### src/rtl/burst_pkg.sv
// Shared types for the gate width burst extender.
package burst_pkg;

    // Window controller states.
    typedef enum logic [1:0] {
        ST_IDLE = 2'd0,   // no burst; early counter is zero
        ST_WAIT = 2'd1,   // gate high, no pulse passed yet, counting up
        ST_RUN  = 2'd2,   // gate high, window open
        ST_TAIL = 2'd3    // gate low, window held open while counting down
    } win_state_t;

endpackage

### src/rtl/burst_sync.sv
// Multi-stage synchronizer for the asynchronous command gate.
// Assumes STAGES >= 2; output is the input delayed by STAGES clock edges.
module burst_sync #(
    parameter int STAGES = 2
) (
    input  logic clk,
    input  logic rst_n,
    input  logic async_in,
    output logic sync_out
);
    logic [STAGES-1:0] chain;

    // Shift the gate level through the flop chain.
    always_ff @(posedge clk) begin
        if (!rst_n) chain <= '0;
        else        chain <= {chain[STAGES-2:0], async_in};
    end

    assign sync_out = chain[STAGES-1];

endmodule

### src/rtl/burst_early_ctr.sv
// Saturating up/down counter that measures early gate time.
// Counts up on inc (holding at the maximum) and down on dec (holding at
// zero); inc has priority. Assumes CNT_W >= 3.
module burst_early_ctr #(
    parameter int CNT_W = 3
) (
    input  logic clk,
    input  logic rst_n,
    input  logic inc,
    input  logic dec,
    output logic is_zero,
    output logic is_one
);
    localparam logic [CNT_W-1:0] CNT_MAX = {CNT_W{1'b1}};
    localparam logic [CNT_W-1:0] CNT_ONE = CNT_W'(1);

    logic [CNT_W-1:0] cnt;

    // Update the count with saturation at both ends.
    always_ff @(posedge clk) begin
        if (!rst_n)                      cnt <= '0;
        else if (inc && cnt != CNT_MAX)  cnt <= cnt + CNT_ONE;
        else if (!inc && dec && cnt != '0) cnt <= cnt - CNT_ONE;
    end

    assign is_zero = (cnt == '0);
    assign is_one  = (cnt == CNT_ONE);

    // a full counter does not wrap when asked to count up.
    a_r7_no_wrap: assert property (@(posedge clk) disable iff (!rst_n)
        (inc && cnt == CNT_MAX) |=> (cnt == CNT_MAX));

    // counting down from zero leaves the counter at zero.
    a_r6_floor: assert property (@(posedge clk) disable iff (!rst_n)
        (dec && !inc && cnt == '0) |=> (cnt == '0));

    // a count up from below the maximum moves by exactly one.
    a_r5_step_up: assert property (@(posedge clk) disable iff (!rst_n)
        (inc && cnt != CNT_MAX) |=> (cnt == $past(cnt) + CNT_ONE));

endmodule

### src/rtl/burst_window_fsm.sv
// Window controller: decides, per fast cycle, whether the pulse stream may
// pass. Assumes pulse is synchronous to clk and high one cycle in three,
// and that gate_s is already synchronized.
module burst_window_fsm
    import burst_pkg::*;
(
    input  logic clk,
    input  logic rst_n,
    input  logic gate_s,
    input  logic pulse,
    input  logic cnt_zero,
    input  logic cnt_one,
    output logic cnt_inc,
    output logic cnt_dec,
    output logic open_now
);
    win_state_t st_q, st_d;

    // Next-state and window decision for the current cycle.
    always_comb begin
        st_d     = st_q;
        cnt_inc  = 1'b0;
        cnt_dec  = 1'b0;
        open_now = 1'b0;
        unique case (st_q)
            ST_IDLE: begin
                if (gate_s) begin
                    if (pulse) begin
                        open_now = 1'b1;
                        st_d     = ST_RUN;
                    end else begin
                        cnt_inc = 1'b1;
                        st_d    = ST_WAIT;
                    end
                end
            end
            ST_WAIT, ST_RUN: begin
                if (gate_s) begin
                    if (st_q == ST_RUN || pulse) begin
                        open_now = 1'b1;
                        st_d     = ST_RUN;
                    end else begin
                        cnt_inc = 1'b1;
                    end
                end else if (!cnt_zero) begin
                    open_now = 1'b1;
                    cnt_dec  = 1'b1;
                    st_d     = cnt_one ? ST_IDLE : ST_TAIL;
                end else begin
                    st_d = ST_IDLE;
                end
            end
            default: begin
                if (!cnt_zero) begin
                    open_now = 1'b1;
                    cnt_dec  = 1'b1;
                    st_d     = cnt_one ? ST_IDLE : ST_TAIL;
                end else begin
                    st_d = ST_IDLE;
                end
            end
        endcase
    end

    // State register.
    always_ff @(posedge clk) begin
        if (!rst_n) st_q <= ST_IDLE;
        else        st_q <= st_d;
    end

    // a running tail only ends in idle; a new gate cannot re-enter early.
    a_r8_tail_ignores_gate: assert property (@(posedge clk) disable iff (!rst_n)
        (st_q == ST_TAIL) |=> (st_q == ST_TAIL || st_q == ST_IDLE));

    // the window opens only on a pulse cycle.
    a_r5_open_on_pulse: assert property (@(posedge clk) disable iff (!rst_n)
        $rose(st_q == ST_RUN) |-> $past(pulse));

    // idle is reached only with the early counter drained.
    a_r6_idle_drained: assert property (@(posedge clk) disable iff (!rst_n)
        (st_q == ST_IDLE) |-> cnt_zero);

    // no window opens without a synchronized gate or a pending tail.
    a_r2_no_spurious_open: assert property (@(posedge clk) disable iff (!rst_n)
        (st_q == ST_IDLE && !gate_s) |=> (st_q == ST_IDLE));

endmodule

### src/rtl/burst_extender.sv
// Gate width burst extender top level.
// Synchronizes the command gate, measures the early part of it with an
// up/down counter, and passes whole pulses inside a window whose length
// equals the gate width. Assumes clk is three times the pulse rate and
// phase-locked to pulse_in.
module burst_extender #(
    parameter int CNT_W       = 3,
    parameter int SYNC_STAGES = 2
) (
    input  logic clk,
    input  logic rst_n,
    input  logic pulse_in,
    input  logic gate_in,
    output logic burst_out
);
    logic gate_s;
    logic cnt_inc, cnt_dec, cnt_zero, cnt_one;
    logic open_now;

    burst_sync #(.STAGES(SYNC_STAGES)) i_sync (
        .clk      (clk),
        .rst_n    (rst_n),
        .async_in (gate_in),
        .sync_out (gate_s)
    );

    burst_early_ctr #(.CNT_W(CNT_W)) i_ctr (
        .clk     (clk),
        .rst_n   (rst_n),
        .inc     (cnt_inc),
        .dec     (cnt_dec),
        .is_zero (cnt_zero),
        .is_one  (cnt_one)
    );

    burst_window_fsm i_fsm (
        .clk      (clk),
        .rst_n    (rst_n),
        .gate_s   (gate_s),
        .pulse    (pulse_in),
        .cnt_zero (cnt_zero),
        .cnt_one  (cnt_one),
        .cnt_inc  (cnt_inc),
        .cnt_dec  (cnt_dec),
        .open_now (open_now)
    );

    // Register the gated pulse so the output is free of combinational edges.
    always_ff @(posedge clk) begin
        if (!rst_n) burst_out <= 1'b0;
        else        burst_out <= pulse_in & open_now;
    end

    // every output pulse is a copy of an input pulse one cycle earlier.
    a_r3_whole_pulse: assert property (@(posedge clk) disable iff (!rst_n)
        burst_out |-> $past(pulse_in));

    // the output stays low in the cycle after a reset edge.
    a_r1_reset_low: assert property (@(posedge clk)
        !rst_n |=> !burst_out);

endmodule

### config.mk
export PLATFORM = sky130hd
export DESIGN_NAME = burst_extender
export DESIGN_NICKNAME = d
export VERILOG_FILES = /design/src/rtl/burst_pkg.sv /design/src/rtl/burst_sync.sv /design/src/rtl/burst_early_ctr.sv /design/src/rtl/burst_window_fsm.sv /design/src/rtl/burst_extender.sv
export SDC_FILE = /design/constraint.sdc
export NUM_CORES = 1
export LEC_CHECK = 0
export BUFFER_PORTS_ARGS = -buffer_cell sky130_fd_sc_hd__buf_2
export CAP_MARGIN = 20
export CORE_UTILIZATION = 44
export CTS_CLUSTER_DIAMETER = 60
export CTS_CLUSTER_SIZE = 40
export DETAILED_ROUTE_END_ITERATION = 7
export GPL_TIMING_DRIVEN = 0
export PLACE_DENSITY = 0.66
export SETUP_SLACK_MARGIN = 0.1
export SLEW_MARGIN = 20
export SYNTH_ARGS = -nofsm -noshare
export SYNTH_HDL_FRONTEND = slang
export SYNTH_SLANG_ARGS = --single-unit
export TNS_END_PERCENT = 50
### constraint.sdc
create_clock -name clk -period 1.6 [get_ports clk]
set_clock_uncertainty 0.15 [all_clocks]
set_input_delay 0.24 -clock clk [delete_from_list [all_inputs] [get_ports clk]]
set_output_delay 0.24 -clock clk [all_outputs]
set_load 0.02 [all_outputs]
==> out/metrics.yaml, run 1 <==
outcome: "finished clean"
peakVddDrop_mv: 0.694
vias: 501
crit_slowest_cell: "dfxtp_2"
yosysTopAreaCell: "dfxtp_1"
overflow: 0
dp_hpwl_um: 859
critical_path.startpoint_type: "register"
ys_ff_latch: 8
fin_hold_ws_ns: 0.0472
viasPerCell: 5.83
root_buffer: "clkbuf_4"
cpPeakStageDelay_ns: 0.35
path_common_cell: "ha_4"
insertion_delay_ns: 0.25
grt_max_degree: 11
final_area_um2: 741
cts_tree: "built"
synth.avg_cell_area_um2: 9.55
worst_pin_slew_ns: 0.433
die_area_um2: 1500
n_antenna_cell: 0
endpoint_kind: "register"
worst_slack_ns: 0.0286
fin_setup_tns_ns: 0
setup_viol: 0
wl_met1_um: 565
rsz0062_at_grt: "yes"
syn2layout_area_growth_pct: 25.2
synthDistinctLibCells: 30
synth_top_area_share_pct: 27.1
synth-main-ff-cell: "dfxtp_1"
die_w_um: 38.7
synth.area.top_cells: "dfxtp_1 27%, ha_1 19%, inv_1 5.1%"
hold_violations: 0
place.port_buffers: 4
cp.arrival_ns: 1.61
fmax_mhz: 636
worstReg2RegEnd: "i_fsm.st_q[0]"
required_ns: 1.64
final-max-slew-violation-count: 0
critPathMaxFanout: 4
io_pins: 5
r2r_slack_ns: 0.03
drt_iter0_drc: 24
syn-num-nets: 75
synthArstFlopShare_pct: 0
die_y_um: 38.7
grt_pass1_wl_mm: 1.78
wl_met2_um: 506
clkSinkCount: 8
relSlewSlack_pct: 71.2
syn_inst: 62
synth_seq_area_share_pct: 27.1
grt_pass1_vias: 405
synth_edf_count: 0
layout.nets: 87
r2r_start: "i_ctr.cnt[0]"
syn_area_um2: 592
coreArea_um2: 1170
yosysMostFrequentCell: "ha_1"
antenna_found_initial: 0
reg2reg_depth: 7
synth_warnings: 0
placed_cell_area_um2: 682
routed.top_layer: "met4"
met3_length_um: 86
drive_gt1_share_pct: 45.8
first_pass_iters: 4
clk_path_buf_depth: 2
track_usage_pct: 18.7
cts_buffers: 3
finalPower_w: 0.00124
wl_mm: 1.17
clkTransAtPathRegs_ns: 0.06
layout_min_cycle_time_ns: 1.57
ant_nets: 0
drc_errors: 0
power_density_nw_per_um2: 1670
crit_end: "i_fsm.st_q[0]"
cap_violations: 0
start_util_pct: 50.5
critPathLaunch: "i_ctr.cnt[0]"
timing.final.crit_share_pct: 98.2
synth_commonest_cells: "9 x ha_1, 8 x dfxtp_1, 8 x inv_1"
p_leak_nw: 0.310
dpl_worst_slack_ns: -0.0118
wl_per_cell_um: 13.6
path_cells: "inv_2 -> ha_4 -> ha_4 -> buf_4 -> a211o_1 -> o311ai_1 -> o211a_1"
htree_num_levels: 1
num_rows: 12
min_path_type: "input port to register"
place_congestion: 0.810
worst-setup-path-type: "register to register"
## layout make-up
class / count / area, um^2
multi-input combinational: 45 / 454
fill: 103 / 430
sequential: 8 / 170
timing repair buffer: 7 / 42.5
inverter: 8 / 30.0
clock buffer: 3 / 22.5
tap: 14 / 17.5
buffer: 1 / 3.75
## layout by cell type (no fill, tap or decap), drive strengths merged
cell	Yosys	final
a21oi	3	3
a21boi	2	2
nor3	1	1
a211o	1	1
clkbuf	1	4
buf	0	7
a22oi	1	1
inv	8	8
nand3	4	4
or2	1	1
and2	3	3
o32a	2	2
o211a	1	1
ha	9	9
nand4	1	1
nand2b	3	3
o2111ai	1	1
o32ai	1	1
nor2b	1	1
o311ai	3	3
o21bai	1	1
nor3b	2	2
dfxtp	8	8
o21ai	1	1
nand2	3	3
## worst min-delay path by stage
stage                    start               to  slack (ns)  depth (start not counted)
2_1_floorplan         pulse_in        burst_out        0.21                          2
3_3_place_gp   i_sync.chain[0]  i_sync.chain[1]        0.28                          1
3_5_place_dp   i_sync.chain[0]  i_sync.chain[1]        0.29                          1
4_1_cts                gate_in  i_sync.chain[0]        0.04                          2
5_1_grt                gate_in  i_sync.chain[0]        0.03                          2
6_report               gate_in  i_sync.chain[0]        0.05                          2
## per-stage QoR
step / util (%) / std cells
floorplan: - / 62
global placement: 58.2 / 80
detailed placement: 58.2 / 80
CTS: 62.3 / 86
global route: 63.2 / 86
finish: 63.2 / 86
## per-layer routing
layer	track usage, %	vias to the layer above
met4	12.9	0
met3	5.20	2
met5	0	-
met2	25.0	18
li1	-	250
met1	25.1	231
## flip-flops by register name (all words and copies together) (netlist names)
name / count
i_sync.chain: 2
i_fsm.st_q: 2
i_ctr.cnt: 3
burst_out: 1
## timing repair
action / CTS / global route
resized for setup: 3 / 4
setup buffers: 3 / 0
pin swaps: 3 / 2
setup endpoints to repair: 5 / 5
hold buffers: 0 / 0
## report_power, final
part | total (W) | internal, W | switching (W)
logic | 0.000755 | 0.000402 | 0.000352
clock network | 0.000156 | 0.0000860 | 0.0000701
registers | 0.000325 | 0.000270 | 0.0000555
total | 0.00124 | 0.000758 | 0.000478
## worst max-delay path: cells and delay by family, from the launching register on
family / cells / cell delay [ns]
DFF: 1 / 0.35
adders and majority gates: 2 / 0.32
AOI/OAI and AO/OA: 3 / 0.49
buffers and inverters: 2 / 0.20
## kinds of logic after synthesis
group	count (synthesis)	share of synthesized area, %
compound gates	17	25.8
fa+ha+maj	9	19.0
buf+inv	9	5.71
flops	8	27.1
simple gates	19	22.4
Power figures use the tool's default switching activity.
==> run 2: changes to the inputs <==
--- a/config.mk
+++ b/config.mk
@@ -5,6 +5,7 @@
 export SDC_FILE = /design/constraint.sdc
 export NUM_CORES = 1
 export LEC_CHECK = 0
+export ABC_AREA = 1
 export BUFFER_PORTS_ARGS = -buffer_cell sky130_fd_sc_hd__buf_2
 export CAP_MARGIN = 20
 export CORE_UTILIZATION = 44
==> out/metrics.yaml, run 2 <==
layout_min_cycle_time_ns: 1.55  # -0.0191 ns
viasPerCell: 4.63  # -20%
drt_iter0_drc: 10  # -58%
hold_start: "gate_in"
synthDistinctLibCells: 19  # -37%
clkTransAtPathRegs_ns: 0.05  # about the same
cap_violations: 0  # unchanged
io_pins: 5  # unchanged
die_w_um: 38.9  # +0.50%
drive_gt1_share_pct: 32.6  # -13 points
start_util_pct: 50.4  # -0.11 points
required_ns: 1.61  # -0.03 ns
r2r_start: "i_fsm.st_q[1]"
antenna_found_initial: 0  # unchanged
root_buffer: "clkbuf_4"
dp_hpwl_um: 776  # -9.6%
synth.avg_cell_area_um2: 6.95  # -27%
fmax_mhz: 644  # +1.2%
synth-main-ff-cell: "dfxtp_1"
die_y_um: 38.9  # +0.50%
synth_top_area_share_pct: 26.8  # -0.28 points
syn-num-nets: 99  # +32%
n_antenna_cell: 0  # unchanged
htree_num_levels: 1  # unchanged
endpoint_kind: "register"
r2r_slack_ns: 0.05  # +0.02 ns
wl_per_cell_um: 9.25  # -32%
ys_ff_latch: 8  # unchanged
coreArea_um2: 1190  # +1.3%
mostFrequentLayoutCell: "nand2_1"
fin_setup_tns_ns: 0  # unchanged
drc_errors: 0  # unchanged
cts_buffers: 3  # unchanged
final-max-slew-violation-count: 0  # unchanged
min_path_type: "input port to register"
setup_viol: 0  # unchanged
finalPower_w: 0.00143  # +15%
power_density_nw_per_um2: 2010  # +20%
worstReg2RegEnd: "i_ctr.cnt[2]"
layout.nets: 110  # +26%
relSlewSlack_pct: 87.7  # +17 points
largest_register_ffs: 3  # unchanged
synth_warnings: 0  # unchanged
synth.area.top_cells: "dfxtp_1 27%, ha_1 19%, nand2_1 15%"
critical_path.startpoint_type: "register"
place_congestion: 0.805  # -0.65%
p_leak_nw: 0.366  # +18%
timing.final.crit_share_pct: 97.0  # -1.2 points
wl_mm: 1.01  # -14%
reg2reg_depth: 11  # +4
clkSinkCount: 8  # unchanged
synth_edf_count: 0  # unchanged
synth_commonest_cells: "24 x nand2_1, 15 x inv_1, 9 x ha_1"
whs_path_depth: 3  # +1
yosysTopAreaCell: "dfxtp_1"
grt_pass1_wl_mm: 1.78  # unchanged
critPathMaxFanout: 4  # unchanged
hold-path-endpoint: "i_sync.chain[0]"
insertion_delay_ns: 0.26  # about the same
yosysMostFrequentCell: "nand2_1"
syn_inst: 86  # +39%
syn2layout_area_growth_pct: 18.6
first_pass_iters: 4  # unchanged
ant_nets: 0  # unchanged
vias: 505  # +0.80%
final_util_pct: 59.8  # -3.4 points
syn_area_um2: 598  # +1.1%
outcome: "finished clean"
grt_pass1_vias: 460  # +14%
overflow: 0  # unchanged
cts_tree: "built"
num_rows: 12  # unchanged
final.fill_count: 105  # +1.9%
top_register: "i_ctr.cnt"
fin_hold_ws_ns: 0.0179  # -0.0293 ns
track_usage_pct: 17.9  # -0.80 points
peakVddDrop_mv: 1.10  # +58%
rsz0062_at_grt: "yes"
hold_violations: 0  # unchanged
place.port_buffers: 3  # -1
final_cell_mix: "21 x nand2_1, 11 x inv_1, 7 x nand3_1, 7 x nor2_1, 7 x ha_1"
synth_seq_area_share_pct: 26.8  # -0.28 points
worst_pin_slew_ns: 0.184  # -0.249 ns
worst-setup-path-type: "register to register"
grt_max_degree: 9  # -2
cp.arrival_ns: 1.56  # -0.05 ns
clk_path_buf_depth: 2  # unchanged
die_area_um2: 1510  # +1.0%
synthArstFlopShare_pct: 0  # unchanged
top_regs: "i_ctr.cnt x3, i_fsm.st_q x2, i_sync.chain x2"
run 2: cell types whose count changed after synthesis, moves of 3 or more:
cell	before	now
nor2_1	0	8
nand2_1	3	24
nand3_1	4	7
inv_1	8	15
run 2: cell type report:
| cell class | count | area [um^2] | share of cell area (%) |
|---|---|---|---|
| repair buffers | 6 | 37.5 | 5.29 |
| clock buffers | 3 | 22.5 | 3.17 |
| inverters | 16 | 60.1 | 8.47 |
| plain buffers | 1 | 5.00 | 0.705 |
| flip-flops and latches | 8 | 164 | 23.1 |
| multi-input cells | 61 | 403 | 56.8 |
| well taps | 14 | 17.5 | 2.47 |
run 2: through the flow:
step / worst slack, ns / area (um^2) / cells
2_1_floorplan: 0.109 / 613 / 86
3_3_place_gp: 0.00669 / 646 / 103
4_1_cts: 0.0304 / 689 / 108
5_1_grt: -0.0480 / 709 / 109
3_5_place_dp: -0.00731 / 646 / 103
6_report: 0.0477 / 709 / 109
run 2: layer usage:
layer	GRT usage, %	vias to the layer above	wire length (um)
li1	-	284	-
met1	22.3	204	514
met2	26.7	14	418
met3	8.67	3	61
met4	5.17	0	13
met5	0	-	0
run 2: critical path, stage by stage (launching register included):
cell and delay (ns):
dfxtp_2 0.35, inv_2 0.06, ha_4 0.28, inv_2 0.03, nand2_2 0.06, nand2_2 0.07, nor2_4 0.09, nand2_2 0.07
nand2_2 0.09, nand2_2 0.06, nor2_2 0.09, nor2_1 0.05
run 2: repair_timing:
action                     in CTS  in global routing
setup endpoints to repair       3                  5
setup buffers                   2                  1
hold buffers                    0                  0
gates resized for setup         3                  6
pin swaps                       3                  7
run 2: power breakdown:
part           switching (W)  total (W)  internal, W
clock              0.0000697   0.000156    0.0000859
combinational       0.000511   0.000935     0.000424
sequential         0.0000570   0.000334     0.000277
total               0.000638    0.00143     0.000788
run 2: kinds of logic after synthesis:
logic type | after synthesis | synth area share [%]
compound gates | 5 | 5.02
flops | 8 | 26.8
simple gates | 47 | 38.5
buf+inv | 17 | 10.9
fa+ha+maj | 9 | 18.8
run 2: worst max-delay path by stage:
stage | start | endpoint | slack (ns) | depth (start not counted)
final | i_fsm.st_q[1] | i_ctr.cnt[2] | 0.05 | 11
after global routing | i_fsm.st_q[1] | i_ctr.cnt[2] | -0.05 | 11
after CTS | i_fsm.st_q[1] | i_ctr.cnt[2] | 0.03 | 11
after detailed placement | i_fsm.st_q[0] | i_ctr.cnt[2] | -0.007 | 11
after global placement | i_fsm.st_q[0] | i_ctr.cnt[2] | 0.007 | 11
after floorplan | i_fsm.st_q[0] | i_ctr.cnt[2] | 0.11 | 11
==> run 3: changes to the inputs <==
--- a/config.mk
+++ b/config.mk
@@ -8,12 +8,14 @@
 export ABC_AREA = 1
 export BUFFER_PORTS_ARGS = -buffer_cell sky130_fd_sc_hd__buf_2
 export CAP_MARGIN = 20
-export CORE_UTILIZATION = 44
+export CELL_PAD_IN_SITES_DETAIL_PLACEMENT = 0
+export CELL_PAD_IN_SITES_GLOBAL_PLACEMENT = 2
+export CORE_UTILIZATION = 28
 export CTS_CLUSTER_DIAMETER = 60
 export CTS_CLUSTER_SIZE = 40
 export DETAILED_ROUTE_END_ITERATION = 7
 export GPL_TIMING_DRIVEN = 0
-export PLACE_DENSITY = 0.66
+export PLACE_DENSITY = 0.72
 export SETUP_SLACK_MARGIN = 0.1
 export SLEW_MARGIN = 20
 export SYNTH_ARGS = -nofsm -noshare
==> out/metrics.yaml, run 3 (synthesis gave the netlist of run 2 again) <==
outcome: "finished clean"
num_rows: 16  # +4
die_y_um: 48.2  # +24%
timing.final.crit_share_pct: 95.0  # -2.0 points
place.port_buffers: 3  # unchanged
drt_iter0_drc: 7  # -3
largest_register_ffs: 3  # unchanged
ant_nets: 0  # unchanged
cts_buffers: 3  # unchanged
min_path_type: "input port to register"
grt_pass1_wl_mm: 1.94  # +8.9%
first_pass_iters: 4  # unchanged
required_ns: 1.61  # about the same
cap_violations: 0  # unchanged
whs_path_depth: 3  # unchanged
rsz0062_at_grt: "yes"
htree_num_levels: 1  # unchanged
die_area_um2: 2320  # +54%
io_pins: 5  # unchanged
placed_cells: 116  # +13%
layout_min_cycle_time_ns: 1.52  # -0.0321 ns
viasPerCell: 4.22  # -9.0%
relSlewSlack_pct: 86.0  # -1.7 points
hold_violations: 0  # unchanged
start_util_pct: 30.2  # -20 points
final_cell_mix: "18 x nand2_1, 11 x inv_1, 7 x nand3_1, 7 x nor2_1, 6 x ha_1"
clkSinkCount: 8  # unchanged
wl_mm: 1.23  # +22%
clkTransAtPathRegs_ns: 0.06  # about the same
dp_hpwl_um: 879  # +13%
critPathMaxFanout: 3  # -1
worst_slack_ns: 0.0798  # +0.0321 ns
worst_pin_slew_ns: 0.210  # +0.0257 ns
place_congestion: 0.729  # -9.4%
dpl_worst_slack_ns: -0.0548  # -0.0475 ns
n_antenna_cell: 0  # unchanged
worst-setup-path-type: "register to register"
vias: 523  # +3.6%
power_density_nw_per_um2: 2030  # +1.1%
die_w_um: 48.2  # +24%
setup_viol: 0  # unchanged
grt_max_degree: 9  # unchanged
cp.arrival_ns: 1.53  # -0.03 ns
critical_path.startpoint_type: "register"
overflow: 0  # unchanged
wl_per_cell_um: 9.93  # +7.4%
root_buffer: "clkbuf_4"
peakVddDrop_mv: 0.813  # -26%
drc_errors: 0  # unchanged
top_regs: "i_ctr.cnt x3, i_fsm.st_q x2, i_sync.chain x2"
reg2reg_depth: 11  # unchanged
critPathLaunch: "i_fsm.st_q[0]"
fmax_mhz: 658  # +2.1%
coreArea_um2: 1980  # +67%
fin_setup_tns_ns: 0  # unchanged
top_register: "i_ctr.cnt"
grt_pass1_vias: 458  # -0.43%
final-max-slew-violation-count: 0  # unchanged
antenna_found_initial: 0  # unchanged
clk_path_buf_depth: 2  # unchanged
final.fill_count: 225  # +110%
p_leak_nw: 0.383  # +4.6%
endpoint_kind: "register"
cts_tree: "built"
track_usage_pct: 12.6  # -5.2 points
insertion_delay_ns: 0.26  # about the same
hold_buffers: 0  # unchanged
hold_start: "gate_in"
r2r_start: "i_fsm.st_q[0]"
drive_gt1_share_pct: 39.2  # +6.5 points
syn2layout_area_growth_pct: 29.5
fin_cells: 124  # +14%
finalPower_w: 0.00157  # +10%
layout.nets: 112  # +1.8%
mostFrequentLayoutCell: "nand2_1"
[run 3: cell types whose count changed in the layout (fill, tap and decap cells not counted), sizes merged]
cell and change:
buf +2
[run 3: path summary, 6_finish.rpt]
path,to,slack [ns]
worst max-delay path,i_ctr.cnt[2],0.08
worst min-delay path,i_sync.chain[0],0.02
worst max register to register,i_ctr.cnt[2],0.08
worst min register to register,i_sync.chain[1],0.26
[run 3: layout make-up]
class,count,area (um^2),area share (%)
plain buffers,1,5.00,0.646
flip-flops and latches,8,166,21.5
clock buffers,3,22.5,2.91
repair buffers,8,52.6,6.79
well taps,27,33.8,4.36
multi-input cells,61,432,55.7
inverters,16,62.6,8.08
[run 3: what timing repair did]
item	in CTS	in global routing
resized for setup	4	15
pin swaps	9	12
setup endpoints to repair	4	5
buffers inserted	4	1
[run 3: layer usage]
metal | GRT usage, % | wire (um)
met5 | 0 | 0
met4 | 5.00 | 12
met3 | 5.56 | 49
met2 | 18.1 | 560
met1 | 16.5 | 608
[run 3: critical path, stage by stage, from the launching register on]
cell	delay, ns
dfxtp_2	0.35
inv_2	0.06
ha_4	0.29
inv_4	0.04
nand2_4	0.06
nand2_4	0.05
nor2_4	0.09
nand2_2	0.09
nand2_4	0.09
nand2_2	0.04
nor2_1	0.08
nor2_1	0.04
[run 3: power by group]
group          switching (W)  internal (W)
sequential         0.0000566      0.000282
combinational       0.000581      0.000491
clock              0.0000765     0.0000864
total               0.000714      0.000859
[run 3: per-stage QoR]
step                cell area, um^2  hold slack (ns)  util (%)
CTS                             721           0.0111      36.4
finish                          774           0.0181      39.1
floorplan                       613            0.188         -
global route                    774         0.000731      39.1
detailed placement              662            0.254      33.4
global placement                662            0.250      33.4
